--- config.mk ---
export PLATFORM = sky130hd
export DESIGN_NAME = smb_regport_slave
export DESIGN_NICKNAME = d
export VERILOG_FILES = /design/src/rtl/smb_pkg.sv /design/src/rtl/smb_bus_sync.sv /design/src/rtl/smb_scl_timeout.sv /design/src/rtl/smb_regport_slave.sv
export SDC_FILE = /design/constraint.sdc
export NUM_CORES = 1
export LEC_CHECK = 0
export BUFFER_PORTS_ARGS = -buffer_cell sky130_fd_sc_hd__buf_2
export CAP_MARGIN = 10
export CELL_PAD_IN_SITES_DETAIL_PLACEMENT = 1
export CELL_PAD_IN_SITES_GLOBAL_PLACEMENT = 1
export CORE_UTILIZATION = 45
export CTS_CLUSTER_SIZE = 28
export DETAILED_ROUTE_END_ITERATION = 8
export GPL_TIMING_DRIVEN = 1
export PLACE_DENSITY = 0.82
export REMOVE_ABC_BUFFERS = 1
export SYNTH_ARGS = -nofsm -noshare
export SYNTH_HDL_FRONTEND = slang
export SYNTH_SLANG_ARGS = --single-unit
--- constraint.sdc ---
create_clock -name clk -period 2.5 [get_ports clk]
set_input_delay 0.25 -clock clk [delete_from_list [all_inputs] [get_ports clk]]
set_output_delay 0.25 -clock clk [all_outputs]
set_load 0.02 [all_outputs]
--- src/rtl/smb_pkg.sv ---
package smb_pkg;

    localparam logic [6:0] DEV_ADDR_DEF = 7'h4C;
    localparam logic [6:0] ALERT_RESP_ADDR = 7'h0C;

    typedef enum logic [2:0] {
        ST_IDLE,
        ST_ADDR,
        ST_ACK,
        ST_RX,
        ST_TX,
        ST_TX_END
    } smb_state_e;

    typedef struct packed {
        logic scl;
        logic sda;
        logic start;
        logic stop;
        logic rise;
        logic fall;
    } bus_ev_t;

    function automatic logic addr_hit(input logic [7:0] b, input logic [6:0] a);
        return b[7:1] == a;
    endfunction

endpackage

--- src/rtl/smb_bus_sync.sv ---
module smb_bus_sync
    import smb_pkg::*;
#(
    parameter int STAGES = 2
) (
    input  logic    clk,
    input  logic    rst,
    input  logic    scl_pin,
    input  logic    sda_pin,
    output bus_ev_t ev
);
    logic [STAGES-1:0] scl_ff, sda_ff;
    logic scl_q, sda_q;
    logic scl_now, sda_now;

    always_ff @(posedge clk) begin
        if (rst) begin
            scl_ff <= '1;
            sda_ff <= '1;
            scl_q  <= 1'b1;
            sda_q  <= 1'b1;
        end else begin
            scl_ff <= {scl_ff[STAGES-2:0], scl_pin};
            sda_ff <= {sda_ff[STAGES-2:0], sda_pin};
            scl_q  <= scl_ff[STAGES-1];
            sda_q  <= sda_ff[STAGES-1];
        end
    end

    assign scl_now = scl_ff[STAGES-1];
    assign sda_now = sda_ff[STAGES-1];

    always_comb begin
        ev.scl   = scl_now;
        ev.sda   = sda_now;
        ev.start = scl_now & scl_q & sda_q & ~sda_now;
        ev.stop  = scl_now & scl_q & ~sda_q & sda_now;
        ev.rise  = scl_now & ~scl_q;
        ev.fall  = ~scl_now & scl_q;
    end

endmodule

--- src/rtl/smb_scl_timeout.sv ---
module smb_scl_timeout #(
    parameter int unsigned LIMIT = 3000000
) (
    input  logic clk,
    input  logic rst,
    input  logic scl,
    output logic expired
);
    localparam int W = $clog2(LIMIT + 1);
    localparam logic [W-1:0] LAST = W'(LIMIT - 1);
    localparam logic [W-1:0] TOP  = W'(LIMIT);

    logic [W-1:0] cnt;

    always_ff @(posedge clk) begin
        if (rst) begin
            cnt     <= '0;
            expired <= 1'b0;
        end else if (scl) begin
            cnt     <= '0;
            expired <= 1'b0;
        end else begin
            if (cnt != TOP) cnt <= cnt + 1'b1;
            expired <= (cnt == LAST);
        end
    end

    AST_TMO_NEEDS_LOW: assert property (@(posedge clk) disable iff (rst)
        expired |-> !$past(scl));

endmodule

--- src/rtl/smb_regport_slave.sv ---
module smb_regport_slave
    import smb_pkg::*;
#(
    parameter int unsigned CLK_KHZ    = 100000,
    parameter int unsigned TIMEOUT_US = 30000,
    parameter logic [6:0]  DEV_ADDR   = DEV_ADDR_DEF,
    parameter int          SYNC_STAGES = 2
) (
    input  logic       clk,
    input  logic       rst,
    input  logic       scl_in,
    input  logic       sda_in,
    output logic       sda_oe,
    input  logic       alert_req,
    output logic       alert_done,
    output logic [7:0] reg_addr,
    output logic [7:0] reg_wdata,
    output logic       reg_we,
    input  logic [7:0] reg_rdata
);
    localparam int unsigned TMO_CYCLES = CLK_KHZ * TIMEOUT_US / 1000;

    bus_ev_t    ev;
    logic       tmo;
    smb_state_e state, after_ack;
    logic [2:0] bit_cnt;
    logic [6:0] sh;
    logic [7:0] tx;
    logic [7:0] ptr;
    logic [1:0] byte_idx;
    logic       ack_on;
    logic       from_ara;
    logic [7:0] b_in;

    smb_bus_sync #(.STAGES(SYNC_STAGES)) u_sync (
        .clk(clk), .rst(rst), .scl_pin(scl_in), .sda_pin(sda_in), .ev(ev)
    );

    smb_scl_timeout #(.LIMIT(TMO_CYCLES)) u_tmo (
        .clk(clk), .rst(rst), .scl(ev.scl), .expired(tmo)
    );

    assign b_in     = {sh, ev.sda};
    assign reg_addr = ptr;

    always_ff @(posedge clk) begin
        if (rst) begin
            state      <= ST_IDLE;
            after_ack  <= ST_IDLE;
            bit_cnt    <= '0;
            sh         <= '0;
            tx         <= '0;
            ptr        <= '0;
            byte_idx   <= '0;
            ack_on     <= 1'b0;
            from_ara   <= 1'b0;
            sda_oe     <= 1'b0;
            reg_we     <= 1'b0;
            reg_wdata  <= '0;
            alert_done <= 1'b0;
        end else begin
            reg_we     <= 1'b0;
            alert_done <= 1'b0;
            if (tmo) begin
                state  <= ST_IDLE;
                sda_oe <= 1'b0;
            end else if (ev.start) begin
                state   <= ST_ADDR;
                bit_cnt <= '0;
                sda_oe  <= 1'b0;
            end else if (ev.stop) begin
                state  <= ST_IDLE;
                sda_oe <= 1'b0;
            end else begin
                unique case (state)
                    ST_ADDR: if (ev.rise) begin
                        sh      <= b_in[6:0];
                        bit_cnt <= bit_cnt + 1'b1;
                        if (bit_cnt == 3'd7) begin
                            ack_on <= 1'b0;
                            if (addr_hit(b_in, DEV_ADDR)) begin
                                state    <= ST_ACK;
                                from_ara <= 1'b0;
                                if (b_in[0]) begin
                                    after_ack <= ST_TX;
                                    tx        <= reg_rdata;
                                end else begin
                                    after_ack <= ST_RX;
                                    byte_idx  <= '0;
                                end
                            end else if (addr_hit(b_in, ALERT_RESP_ADDR) && b_in[0] && alert_req) begin
                                state     <= ST_ACK;
                                after_ack <= ST_TX;
                                tx        <= {DEV_ADDR, 1'b0};
                                from_ara  <= 1'b1;
                            end else begin
                                state <= ST_IDLE;
                            end
                        end
                    end
                    ST_RX: if (ev.rise) begin
                        sh      <= b_in[6:0];
                        bit_cnt <= bit_cnt + 1'b1;
                        if (bit_cnt == 3'd7) begin
                            ack_on    <= 1'b0;
                            after_ack <= ST_RX;
                            if (byte_idx == 2'd0) begin
                                ptr      <= b_in;
                                byte_idx <= 2'd1;
                                state    <= ST_ACK;
                            end else if (byte_idx == 2'd1) begin
                                reg_wdata <= b_in;
                                reg_we    <= 1'b1;
                                byte_idx  <= 2'd2;
                                state     <= ST_ACK;
                            end else begin
                                state <= ST_IDLE;
                            end
                        end
                    end
                    ST_ACK: if (ev.fall) begin
                        if (!ack_on) begin
                            sda_oe <= 1'b1;
                            ack_on <= 1'b1;
                        end else begin
                            ack_on  <= 1'b0;
                            bit_cnt <= '0;
                            state   <= after_ack;
                            if (after_ack == ST_TX) begin
                                sda_oe <= ~tx[7];
                                tx     <= {tx[6:0], 1'b0};
                            end else begin
                                sda_oe <= 1'b0;
                            end
                        end
                    end
                    ST_TX: begin
                        if (ev.rise) begin
                            bit_cnt <= bit_cnt + 1'b1;
                            if (bit_cnt == 3'd7) state <= ST_TX_END;
                        end else if (ev.fall) begin
                            sda_oe <= ~tx[7];
                            tx     <= {tx[6:0], 1'b0};
                        end
                    end
                    ST_TX_END: begin
                        if (ev.fall) begin
                            sda_oe <= 1'b0;
                            if (from_ara) begin
                                alert_done <= 1'b1;
                                from_ara   <= 1'b0;
                            end
                        end else if (ev.rise) begin
                            state <= ST_IDLE;
                        end
                    end
                    default: sda_oe <= 1'b0;
                endcase
            end
        end
    end

    AST_SDA_MOVES_SCL_LOW: assert property (@(posedge clk) disable iff (rst)
        !$stable(sda_oe) |-> !$past(ev.scl));
    AST_WE_SINGLE: assert property (@(posedge clk) disable iff (rst)
        reg_we |=> !reg_we);
    AST_WE_SCL_HIGH: assert property (@(posedge clk) disable iff (rst)
        reg_we |-> ev.scl);
    AST_TMO_FREES_SDA: assert property (@(posedge clk) disable iff (rst)
        tmo |=> !sda_oe);
    AST_ALERT_PULSE: assert property (@(posedge clk) disable iff (rst)
        alert_done |=> !alert_done);
    AST_START_FREES_SDA: assert property (@(posedge clk) disable iff (rst)
        ev.start |=> !sda_oe);

endmodule

==> key figures <==
Cells and area
  – Number of antenna repair diodes: 0
  – Net count reported at finish: 442
  – Fraction of layout instances using a drive strength above 1: 0.160
  – Synth-to-layout area growth: 12.9%
  – Final-layout fill cell count: 900

Setup path
  – Worst Path Arrival: 2.42 ns
  – Crit. End Element: flop
  – Origin of the worst setup path: bit_cnt[0]$_SDFFE_PP0P_
  – Worst path cell trace: ha_1 > ha_1 > nand3b_1 > or3_1 > nor4b_2 > buf_4 > mux2i_1 > nor2_1
  – Type of the setup path with the least slack: reg -> reg
  – Critical path fanouts, max: 8
  – Number of buffers and inverters on the critical path: 1
  – Most numerous cell on the critical path: sky130_fd_sc_hd__ha_1
  – R2R Path Start: bit_cnt[0]$_SDFFE_PP0P_
  – Worst stage delay on the critical path: 0.45 ns
  – Cell class contributing the biggest share of worst-path delay: simple AND/OR/NAND/NOR gates
  – Element type at the critical path start: flop
  – CP max-delay cell: sky130_fd_sc_hd__or3_1
  – Worst endpoint required time: 2.73 ns

Detailed routing
  – Drt total wl: 8580 µm
  – Vias post-DR: 2954
  – Via density per instance: 5.58
  – Mean routed wirelength per cell: 16.2 µm
  – Initial DRT Pass Iterations: 4
  – Starting DRC count in detailed routing: 139
  – Count of nets left with antenna violations after detail routing: 0
  – Post-route DRC violation count: 0

Clock network
  – Clock buffer depth: 2
  – Clock input transition at the sequential cells of the worst setup and hold paths: 0.08 ns
  – Total number of clock tree sinks: 75
  – Buffer count from post-CTS setup fixing: 0
  – # H-tree levels: 3
  – Post-CTS Hold Fix Bufs: 0
  – Clock tree root driver cell: sky130_fd_sc_hd__clkbuf_8
  – Resize count post-CTS: 0
  – Clock insertion delay at the later pin of the skew report: 0.35 ns
  – Number of buffers added by the clock tree synthesis step: 9
  – TritonCTS clock tree: yes

Global route
  – Overall overflow remaining after global route: 0
  – Wire length of the first global-routing pass: 14300 µm
  – Antenna violations before repair: 0
  – Via count of the first global-routing pass: 3014
  – Maximum number of pins on one net before global-route repair: 41
  – All-layer global routing usage: 0.218

Timing
  – Share of the clock period used by the worst path after layout: 0.875
  – Maximum clock skew at final layout: 0.00898 ns
  – Setup TNS after final layout: 0 ns
  – Max frequency: 457 MHz
  – Final count of pins violating max slew: 0
  – Least-Margin Pin Slew: 0.659 ns
  – Hold Fails Final Rpt: 0
  – Unrepaired setup endpoints after global routing: false
  – Setup WS post-layout: 0.312 ns
  – Worst slew margin relative to its limit: 0.556
  – Post-layout min period: 2.19 ns
  – Final setup violation count: 0

Placement
  – IO buf count: 31
  – Global placer's final weighted congestion: 0.794
  – DP Wirelength: 6220 µm
  – Place WS: 0.302 ns

Pwr
  – Leakage power figure: 1.56 nW
  – Worst-case vdd ir drop: 256 µV
  – Power per cell area: 566 nW/µm²

Logic synthesis
  – Cells taking the most area after synthesis: sky130_fd_sc_hd__dfxtp_1 (43%), sky130_fd_sc_hd__mux2i_1 (8.3%), sky130_fd_sc_hd__nor2_1 (6.2%)
  – Proportion of netlist area held by the largest area contributor: 0.429
  – Flip-flop and latch count after synthesis: 75
  – Cell with the most instances after synthesis: sky130_fd_sc_hd__dfxtp_1
  – Share of the yosys chip area belonging to registers: 0.429
  – Netlist area before placement: 3500 µm²
  – Post-synth EDFFs: 0
  – Mean Syn Cell Area: 8.83 µm²
  – Post-Synthesis Cells: 396
  – Dominant cell type by area after synthesis: sky130_fd_sc_hd__dfxtp_1
  – Primary FF master, synth: sky130_fd_sc_hd__dfxtp_1
  – Ys Warns: 0
  – Fraction of synthesis flops using an asynchronous set or reset pin: 0
  – Unique cell type count in the Yosys netlist: 53
  – Post-synth top cells: sky130_fd_sc_hd__dfxtp_1 (75), sky130_fd_sc_hd__nor2_1 (58), sky130_fd_sc_hd__mux2i_1 (29), sky130_fd_sc_hd__a21oi_1 (21), sky130_fd_sc_hd__nand2_1 (20)

Floorplan
  – Top-level port count: 32
  – Effective utilization at floorplan: 0.475
  – Vertical die dimension: 90.2 µm
  – Overall die width: 90.2 µm
  – Core outline area: 7370 µm²
  – Number of rows in the core area: 31
  – Floorplan die area: 8130 µm²

Min path
  – Worst hold path type: in -> reg
  – Worst hold path startpoint: scl_in

Outcome
  – Status: finished, final reports clean

Flow run
  – Count of max-cap constraint violations: 0
==> worst reg2reg max path, cell delays in order (launching register included) <==
cell,delay (ns)
sky130_fd_sc_hd__dfxtp_1,0.36
sky130_fd_sc_hd__ha_1,0.16
sky130_fd_sc_hd__ha_1,0.19
sky130_fd_sc_hd__nand3b_1,0.17
sky130_fd_sc_hd__or3_1,0.45
sky130_fd_sc_hd__nor4b_2,0.24
sky130_fd_sc_hd__buf_4,0.23
sky130_fd_sc_hd__mux2i_1,0.22
sky130_fd_sc_hd__nor2_1,0.06
==> state kept, by name, indices dropped and copies added, names as in the netlist, 2 cells and up <==
name	cells
tx	8
u_sync.sda_ff	2
reg_wdata	8
u_sync.scl_ff	2
bit_cnt	3
byte_idx	2
after_ack	2
state	3
reg_addr	8
sh	7
u_tmo.cnt	22
==> path summary, 6_finish.rpt <==
kind                                                     to  slack, ns  cells after the start
worst max-delay path               reg_addr[3]$_SDFFE_PP0P_       0.31                      8
worst min-delay path            u_sync.scl_ff[0]$_SDFF_PP1_       0.08                      2
worst max register to register     reg_addr[3]$_SDFFE_PP0P_       0.31                      8
worst min register to register  u_sync.sda_ff[1]$_SDFF_PP1_       0.41                      1
==> through the flow <==
stage                     instance area (µm²)  hold slack (ns)  total power, mW  utilization  cells
after CTS                                3950           0.0689             2.26        0.536    529
after global routing                     3950           0.0668             2.32        0.536    529
after detailed placement                 3750            0.399             1.30        0.509    513
after global placement                   3750            0.402             1.30        0.509    513
after floorplan                          3410            0.319             1.26            -    375
final                                    3950           0.0814             2.23        0.536    529
==> routing by layer <==
layer	vias to the layer above	routed length (µm)	track usage
met5	-	0	0
met4	0	98	0.0927
met3	9	199	0.0347
met2	35	4500	0.392
met1	1456	3780	0.256
li1	1454	-	-
==> logic make-up (layout without fill, tap and decap cells) <==
family | Yosys count | in the layout | share of synthesized area
XOR/XNOR | 20 | 20 | 0.0501
buffers and inverters | 29 | 63 | 0.0340
AO/OA/AOI/OAI | 72 | 72 | 0.134
flip-flops | 75 | 75 | 0.429
AND/OR/NAND/NOR | 167 | 167 | 0.256
adder cells (fa/ha/maj) | 4 | 4 | 0.0143
multiplexers | 29 | 29 | 0.0830
==> cells in the final DEF (no fill, tap or decap), types with 7 or more instances in the layout <==
master / instances
sky130_fd_sc_hd__a21oi_1: 21
sky130_fd_sc_hd__clkbuf_8: 9
sky130_fd_sc_hd__nand2b_1: 10
sky130_fd_sc_hd__nand3_1: 14
sky130_fd_sc_hd__buf_2: 31
sky130_fd_sc_hd__o21ai_0: 18
sky130_fd_sc_hd__nor2b_1: 8
sky130_fd_sc_hd__nor2_1: 58
sky130_fd_sc_hd__or2_2: 7
sky130_fd_sc_hd__inv_1: 8
sky130_fd_sc_hd__mux2i_1: 29
sky130_fd_sc_hd__xor2_1: 14
sky130_fd_sc_hd__dfxtp_1: 75
sky130_fd_sc_hd__nand2_1: 20
sky130_fd_sc_hd__nor3_1: 7
sky130_fd_sc_hd__buf_4: 8
==> power by group <==
part           internal [mW]  switching [mW]  total, mW
clock                  0.470           0.490      0.960
sequential              1.20         0.00495       1.20
combinational         0.0258          0.0464     0.0722
total                   1.69           0.541       2.23
==> area by class of cell <==
type | instances | area (µm²) | area share
timing repair buffer | 39 | 215 | 0.0545
clock buffer | 9 | 124 | 0.0314
multi-input combinational | 292 | 1880 | 0.476
tap | 99 | 124 | 0.0314
sequential | 75 | 1500 | 0.380
inverter | 8 | 30.0 | 0.00760
clock inverter | 7 | 76.3 | 0.0193
Note: power is estimated with default switching activity, not from simulation.
